<file path="src/rtl/degam_pkg.sv">
package degam_pkg;

    localparam int DG_IN_W  = 10;
    localparam int DG_SEG_W = 5;
    localparam int DG_PT_W  = 16;
    localparam int DG_LANES = 3;

    typedef enum logic [1:0] {
        LANE_R = 2'd0,
        LANE_G = 2'd1,
        LANE_B = 2'd2
    } lane_e;

    // Reset curve: evenly spaced ramp, top entry saturated.
    function automatic logic [DG_PT_W-1:0] dg_reset_point(input int idx);
        longint v;
        v = longint'(idx) << (DG_PT_W - DG_SEG_W);
        if (v > ((longint'(1) << DG_PT_W) - 1))
            v = (longint'(1) << DG_PT_W) - 1;
        return DG_PT_W'(v);
    endfunction

endpackage

</file>
<file path="src/rtl/degam_table.sv">
module degam_table
    import degam_pkg::*;
#(
    parameter int SEG_W = DG_SEG_W,
    parameter int PT_W  = DG_PT_W,
    parameter int AW    = SEG_W + 1,
    parameter int NPTS  = (1 << SEG_W) + 1
) (
    input  logic                       clk,
    input  logic                       rst,
    input  logic                       wr_en,
    input  logic [AW-1:0]              wr_addr,
    input  logic [PT_W-1:0]            wr_data,
    output logic [NPTS-1:0][PT_W-1:0]  pts,
    output logic                       mono_err
);

    logic [NPTS-1:0] hit;
    logic [NPTS-1:0] viol;

    for (genvar gi = 0; gi < NPTS; gi++) begin : g_pt
        logic below_prev;
        logic above_next;
        assign hit[gi] = wr_en && (wr_addr == AW'(gi));
        if (gi > 0) begin : g_lo
            assign below_prev = wr_data < pts[gi-1];
        end else begin : g_lo0
            assign below_prev = 1'b0;
        end
        if (gi < NPTS - 1) begin : g_hi
            assign above_next = wr_data > pts[gi+1];
        end else begin : g_hi0
            assign above_next = 1'b0;
        end
        assign viol[gi] = below_prev || above_next;
    end

    always_ff @(posedge clk) begin
        if (rst) begin
            for (int i = 0; i < NPTS; i++)
                pts[i] <= dg_reset_point(i);
            mono_err <= 1'b0;
        end else begin
            for (int i = 0; i < NPTS; i++)
                if (hit[i]) pts[i] <= wr_data;
            if (|(hit & viol)) mono_err <= 1'b1;
        end
    end

    AST_ERR_STICKY: assert property (@(posedge clk) disable iff (rst)
        mono_err |=> mono_err);

    AST_ERR_ON_BAD_WRITE: assert property (@(posedge clk) disable iff (rst)
        (wr_en && wr_addr > AW'(0) && wr_addr < AW'(NPTS) && wr_data < pts[wr_addr - AW'(1)])
        |=> mono_err);

    AST_WRITE_STORED: assert property (@(posedge clk) disable iff (rst)
        (wr_en && wr_addr < AW'(NPTS)) |=> pts[$past(wr_addr)] == $past(wr_data));

endmodule

</file>
<file path="src/rtl/degam_lane.sv">
module degam_lane
    import degam_pkg::*;
#(
    parameter int IN_W  = DG_IN_W,
    parameter int SEG_W = DG_SEG_W,
    parameter int PT_W  = DG_PT_W,
    parameter int NPTS  = (1 << SEG_W) + 1
) (
    input  logic                       clk,
    input  logic                       rst,
    input  logic [NPTS-1:0][PT_W-1:0]  pts,
    input  logic                       in_vld,
    input  logic                       in_byp,
    input  logic [IN_W-1:0]            in_code,
    output logic                       out_vld,
    output logic [PT_W-1:0]            out_val
);

    localparam int FR_W = IN_W - SEG_W;
    localparam int DW   = PT_W + 1;
    localparam int PRW  = PT_W + FR_W + 2;
    localparam int SW   = PT_W + 2;

    typedef struct packed {
        logic              vld;
        logic              byp;
        logic [IN_W-1:0]   raw;
        logic [FR_W-1:0]   frac;
        logic [PT_W-1:0]   lo;
        logic [PT_W-1:0]   hi;
    } fetch_t;

    typedef struct packed {
        logic                 vld;
        logic                 byp;
        logic [IN_W-1:0]      raw;
        logic [PT_W-1:0]      base;
        logic [PT_W-1:0]      hi;
        logic signed [SW-1:0] adj;
    } mul_t;

    fetch_t s1;
    mul_t   s2;

    logic [SEG_W:0] idx_lo, idx_hi;
    assign idx_lo = {1'b0, in_code[IN_W-1 -: SEG_W]};
    assign idx_hi = idx_lo + 1'b1;

    // Stage 1: capture both segment endpoints from the current table.
    always_ff @(posedge clk) begin
        if (rst) begin
            s1 <= '0;
        end else begin
            s1.vld  <= in_vld;
            s1.byp  <= in_byp;
            s1.raw  <= in_code;
            s1.frac <= in_code[FR_W-1:0];
            s1.lo   <= pts[idx_lo];
            s1.hi   <= pts[idx_hi];
        end
    end

    // Stage 2: signed slope times fraction, round to nearest.
    logic signed [DW-1:0]  diff;
    logic signed [PRW-1:0] prod, rnd;
    assign diff = $signed({1'b0, s1.hi}) - $signed({1'b0, s1.lo});
    assign prod = PRW'(diff) * PRW'($signed({1'b0, s1.frac}));
    assign rnd  = (prod + PRW'(1 << (FR_W - 1))) >>> FR_W;

    always_ff @(posedge clk) begin
        if (rst) begin
            s2 <= '0;
        end else begin
            s2.vld  <= s1.vld;
            s2.byp  <= s1.byp;
            s2.raw  <= s1.raw;
            s2.base <= s1.lo;
            s2.hi   <= s1.hi;
            s2.adj  <= SW'(rnd);
        end
    end

    // Stage 3: accumulate, clamp, select bypass.
    logic signed [SW-1:0] sum;
    logic [PT_W-1:0]      clamped;
    assign sum = $signed({2'b00, s2.base}) + s2.adj;
    always_comb begin
        if (sum[SW-1])        clamped = '0;
        else if (sum[SW-2])   clamped = '1;
        else                  clamped = sum[PT_W-1:0];
    end

    always_ff @(posedge clk) begin
        if (rst) begin
            out_vld <= 1'b0;
            out_val <= '0;
        end else begin
            out_vld <= s2.vld;
            out_val <= s2.byp ? PT_W'(s2.raw) : clamped;
        end
    end

    AST_WITHIN_SEGMENT: assert property (@(posedge clk) disable iff (rst)
        (s2.vld && !s2.byp && s2.hi >= s2.base)
        |=> (out_val >= $past(s2.base) && out_val <= $past(s2.hi)));

    AST_ZERO_FRAC_HITS_POINT: assert property (@(posedge clk) disable iff (rst)
        (out_vld && !$past(s1.byp, 2) && $past(s1.frac, 2) == '0)
        |-> out_val == $past(s1.lo, 2));

endmodule

</file>
<file path="src/rtl/degam_lut.sv">
module degam_lut
    import degam_pkg::*;
#(
    parameter int IN_W  = DG_IN_W,
    parameter int SEG_W = DG_SEG_W,
    parameter int PT_W  = DG_PT_W
) (
    input  logic             clk,
    input  logic             rst,
    input  logic             wr_en,
    input  logic [SEG_W:0]   wr_addr,
    input  logic [PT_W-1:0]  wr_data,
    output logic             mono_err,
    input  logic             bypass,
    input  logic             in_valid,
    input  logic [IN_W-1:0]  in_r,
    input  logic [IN_W-1:0]  in_g,
    input  logic [IN_W-1:0]  in_b,
    output logic             out_valid,
    output logic [PT_W-1:0]  out_r,
    output logic [PT_W-1:0]  out_g,
    output logic [PT_W-1:0]  out_b
);

    localparam int NPTS = (1 << SEG_W) + 1;
    localparam int AW   = SEG_W + 1;

    logic [NPTS-1:0][PT_W-1:0]     pts;
    logic [DG_LANES-1:0][IN_W-1:0] lane_in;
    logic [DG_LANES-1:0][PT_W-1:0] lane_out;
    logic [DG_LANES-1:0]           lane_vld;

    assign lane_in[LANE_R] = in_r;
    assign lane_in[LANE_G] = in_g;
    assign lane_in[LANE_B] = in_b;

    degam_table #(.SEG_W(SEG_W), .PT_W(PT_W), .AW(AW), .NPTS(NPTS)) u_table (
        .clk      (clk),
        .rst      (rst),
        .wr_en    (wr_en),
        .wr_addr  (wr_addr),
        .wr_data  (wr_data),
        .pts      (pts),
        .mono_err (mono_err)
    );

    for (genvar gl = 0; gl < DG_LANES; gl++) begin : g_lane
        degam_lane #(.IN_W(IN_W), .SEG_W(SEG_W), .PT_W(PT_W), .NPTS(NPTS)) u_lane (
            .clk     (clk),
            .rst     (rst),
            .pts     (pts),
            .in_vld  (in_valid),
            .in_byp  (bypass),
            .in_code (lane_in[gl]),
            .out_vld (lane_vld[gl]),
            .out_val (lane_out[gl])
        );
    end

    assign out_valid = lane_vld[LANE_R];
    assign out_r     = lane_out[LANE_R];
    assign out_g     = lane_out[LANE_G];
    assign out_b     = lane_out[LANE_B];

    // Cycles since reset, saturating; arms the history-based checks.
    logic [1:0] warm;
    always_ff @(posedge clk) begin
        if (rst)              warm <= '0;
        else if (warm != 2'd3) warm <= warm + 2'd1;
    end

    AST_LANES_ALIGNED: assert property (@(posedge clk) disable iff (rst)
        (lane_vld == '0) || (lane_vld == '1));

    AST_FIXED_LATENCY: assert property (@(posedge clk) disable iff (rst)
        (warm == 2'd3) |-> out_valid == $past(in_valid, 3));

    AST_BYPASS_PASS: assert property (@(posedge clk) disable iff (rst)
        (warm == 2'd3 && $past(in_valid, 3) && $past(bypass, 3))
        |-> (out_r == PT_W'($past(in_r, 3)) && out_b == PT_W'($past(in_b, 3))));

endmodule

</file>
<file path="config.mk">
export PLATFORM = sky130hd
export DESIGN_NAME = degam_lut
export DESIGN_NICKNAME = d
export VERILOG_FILES = /design/src/rtl/degam_pkg.sv /design/src/rtl/degam_table.sv /design/src/rtl/degam_lane.sv /design/src/rtl/degam_lut.sv
export SDC_FILE = /design/constraint.sdc
export NUM_CORES = 2
export LEC_CHECK = 0
export BUFFER_PORTS_ARGS = -buffer_cell sky130_fd_sc_hd__buf_2
export CAP_MARGIN = 10
export CORE_MARGIN = 8
export CORE_UTILIZATION = 30
export DETAILED_ROUTE_END_ITERATION = 8
export PLACE_DENSITY = 0.54
export SETUP_SLACK_MARGIN = 0.2
export SKIP_LAST_GASP = 1
export SYNTH_ARGS = -nofsm -noshare
export SYNTH_HDL_FRONTEND = slang
export SYNTH_SLANG_ARGS = --single-unit
</file>
<file path="constraint.sdc">
create_clock -name clk -period 9 [get_ports clk]
set_input_delay 1.8 -clock clk [delete_from_list [all_inputs] [get_ports clk]]
set_output_delay 1.8 -clock clk [all_outputs]
set_load 0.02 [all_outputs]
</file>
==> metrics.md <==
| Metric | Value |
|---|---|
| Status | complete, no violations |
| M1 WL | 130 mm |
| PD cells | 143 nW/µm² |
| Slew @ Worst Pin | 1.39 ns |
| WS Path Type | register to register |
| Pre-Repair DR Iteration Count | 6 |
| Clock Latency Late Sink | 0.80 ns |
| FF-to-FF Start | g_lane[1].u_lane.s1[18]$_SDFF_PP0_ |
| Antenna Nets Post-Route | 0 |
| Die area | ~280000 µm² |
| Required @ worst endpoint | 9.59 ns |
| Detailed Route WL | 348 mm |
| Mapped cell area | 77900 µm² |
| Hold Path Cell Cnt | 2 |
| Share of cells above drive strength 1 | between 10% and 20% |
| Async SR Flop Fraction | 0% |
| Final setup fails | 0 |
| Core footprint | 259000 µm² |
| TritonCTS clock tree | yes |
| Synth Register Bits | 840 |
| Via count | approximately 68000 |
| Dpl hpwl | about 250 mm |
| Nets | ~8900 |
| Avg Cell Area, Syn | 9.69 µm² |
| CP max-delay cell | fa_1 |
| Fin. Hold Viols | 0 |
| Most used DFF post-synth | dfxtp_1 |
| Post-synthesis sequential area ratio | 21.6% |
| Dpl cell area | 82400 µm² |
| Row cnt | between 150 and 200 |
| LEAKAGE | approximately 0.032 µW |
| H-tree depth | 3 |
| Initial Util | 30.1% |
| Port Buffer Count | 106 |
| Die X-Extent | 526 µm |
| Initial antenna violation count | 36 |
| RSZ-0062 raised after global routing | no |
| Fin. max-slew vios | 0 |
| Max-Cap Viols | 0 |
| R2R cell count | 25 |
| CP Launch Point | g_lane[1].u_lane.s1[18]$_SDFF_PP0_ |
| Setup tns final | 0 ns |
| Vias per cell | 5.96 |
| Sinks on the clock net | 840 |
| Worst VDD drop | between 150 and 200 µV |
| Rel. slew slack | 6.44% |
| Clk root buf | clkbuf_16 |
| Grt ovf | 0 |
| Met2 Wirelength | 142 mm |
| EDFF count, synth | 0 |
| Die span in y | 526 µm |
| Worst Path Buf+Inv | 2 |
| Clk slew on worst S/H paths | 0.06 ns |
| Levels on crit path | 25 |
| Synth warnings | 0 |
| P&R area growth vs syn | 10.6% |
| Post-CTS setup buffers | 0 |
| Max Clock Freq | about 0.15 GHz |
| DRC Markers | 0 |
| Number of global-route vias before repair | ~65000 |
| Cts hold-fix bufs | 0 |
| Synth Net Count | between 9000 and 10000 |
| CTS resizes | 0 |
| Wire length per cell | approximately 30 µm |
| Gpl congestion | 1.01 |
| Cell area after layout | 86100 µm² |
| Overall routing resource usage | between 20 and 25% |
| Worst EP arrival | 7.28 ns |
| Final Power | between 10000 and 15000 µW |
| Critical path fanouts, max | 5 |
| Worst Setup End Kind | register |
| I/O pin count | 107 |
| Class of the worst hold path | register to register |
| Met3 wire length | 43.9 mm |
| CP delay by family, top | compound AO/OA/AOI/OAI gates |
| Final worst slack | roughly 2.3 ns |
| Largest net degree at the start of global routing | 192 |
| Startpoint Class | register |
| Post-synthesis cell count | 8036 |
| HP Start | g_lane[0].u_lane.s2[53]$_SDFF_PP0_ |
| CP max stage delay | roughly 0.56 ns |
| Post-synthesis cell type count | 91 |
| Num CTS Buffers | 107 |
| Setup Skew | about 0.050 ns |
| Crit share post-route | 74.3% |
| Dpl ws | 2.38 ns |
| Initial DRC count | between 9000 and 10000 |
| Fin crit period | around 6.7 ns |
| CTS Buffer Depth | 3 |
| Top routing layer in use | met5 |
| First-pass GRT wire length | between 400 and 500 mm |
[cell type report]
class / instances / area, µm²
sequential: 840 / 16800
timing repair buffer: 273 / 2040
fill: 26248 / 173000
tap: 3402 / 4260
multi-input combinational: 5960 / 56500
inverter: 737 / 2770
clock buffer: 141 / 3060
clock inverter: 57 / 657
antenna: 12 / 30.0
[cell usage after synthesis, drive strengths merged (11+ instances only)]
library cell / number / area share, %
nand3: 94 / 0.63
a211o: 55 / 0.62
o21a: 24 / 0.23
xor2: 33 / 0.37
nor4: 20 / 0.16
nand2: 1215 / 5.9
nand4: 101 / 0.81
clkbuf: 347 / 1.7
o211ai: 71 / 0.69
or4: 16 / 0.15
a2111oi: 19 / 0.21
a22o: 11 / 0.12
nor2b: 143 / 1.1
and4: 14 / 0.16
ha: 791 / 13
a221oi: 13 / 0.18
o21ai: 195 / 1.3
and3: 27 / 0.22
fa: 165 / 4.2
and2: 194 / 1.6
mux4: 960 / 28
mux2i: 69 / 0.89
dfxtp: 840 / 22
nor3: 79 / 0.53
a21oi: 722 / 4.6
a211oi: 58 / 0.56
buf: 151 / 0.92
xnor2: 94 / 1.1
nand2b: 55 / 0.44
inv: 737 / 3.6
nor2: 460 / 2.2
or3: 30 / 0.25
a21o: 86 / 0.83
[final timing paths]
path,endpoint,slack [ns]
max,g_lane[1].u_lane.s2[17]$_SDFF_PP0_,2.32
min reg2reg,g_lane[0].u_lane.out_val[3]$_SDFF_PP0_,0.43
min,g_lane[0].u_lane.out_val[3]$_SDFF_PP0_,0.43
max reg2reg,g_lane[1].u_lane.s2[17]$_SDFF_PP0_,2.32
[worst reg2reg max path: cells and delay by family, from the launching register on]
| kind | cells | cell delay (ns) |
|---|---|---|
| AO/OA/AOI/OAI | 11 | 2.82 |
| XOR/XNOR | 1 | 0.15 |
| adder cells (fa/ha/maj) | 6 | 2.47 |
| buffers and inverters | 2 | 0.12 |
| flip-flops | 1 | 0.31 |
| AND/OR/NAND/NOR | 5 | 0.60 |
[metal layers]
layer,GRT usage (%),vias to the layer above
li1,-,29030
met4,16.8,35
met2,34.8,4509
met3,8.71,1099
met5,0.139,-
met1,29.7,33376
[cells in the final DEF, fill, tap and decap left out, types with 142 or more instances in the layout]
| master | n |
|---|---|
| a21oi_1 | 721 |
| dfxtp_1 | 840 |
| nor2b_1 | 142 |
| inv_1 | 737 |
| buf_4 | 172 |
| fa_1 | 165 |
| nor2_1 | 448 |
| mux4_2 | 960 |
| and2_1 | 193 |
| o21ai_0 | 172 |
| ha_1 | 788 |
| nand2_1 | 1212 |
[through the flow]
stage	utilization (%)	hold WS, ns	std cells
2_1_floorplan	-	0.401	8036
3_3_place_gp	31.8	0.422	11210
3_5_place_dp	31.8	0.416	11210
4_1_cts	33.2	0.430	11408
5_1_grt	33.2	0.450	11412
6_report	33.3	0.426	11422
[report_power, final]
group | internal, µW | leakage [µW] | switching, µW
Sequential | 3920 | 0.00682 | 111
Combinational | 1440 | 0.0237 | 2240
Clock | 2690 | 0.00179 | 1940
Total | 8050 | 0.0323 | 4300
[sequential cells by signal (all words and copies together), names as in the netlist]
register	flops
g_lane.u_lane.out_val	48
g_lane.u_lane.out_vld	1
g_lane.u_lane.s1	128
g_lane.u_lane.s2	134
u_table.mono_err	1
u_table.pts	528
[cell families (layout without fill, tap and decap cells)]
family	count (synthesis)	after routing	share of synthesized area [%]
compound gates	1354	1354	10.6
xor+xnor	127	127	1.43
fa+ha+maj	956	956	16.9
buf+inv	1236	1208	6.17
flops	840	840	21.6
mux	1031	1031	28.7
other cells	0	12	0
simple gates	2492	2492	14.6
Power figures use the tool's default switching activity.
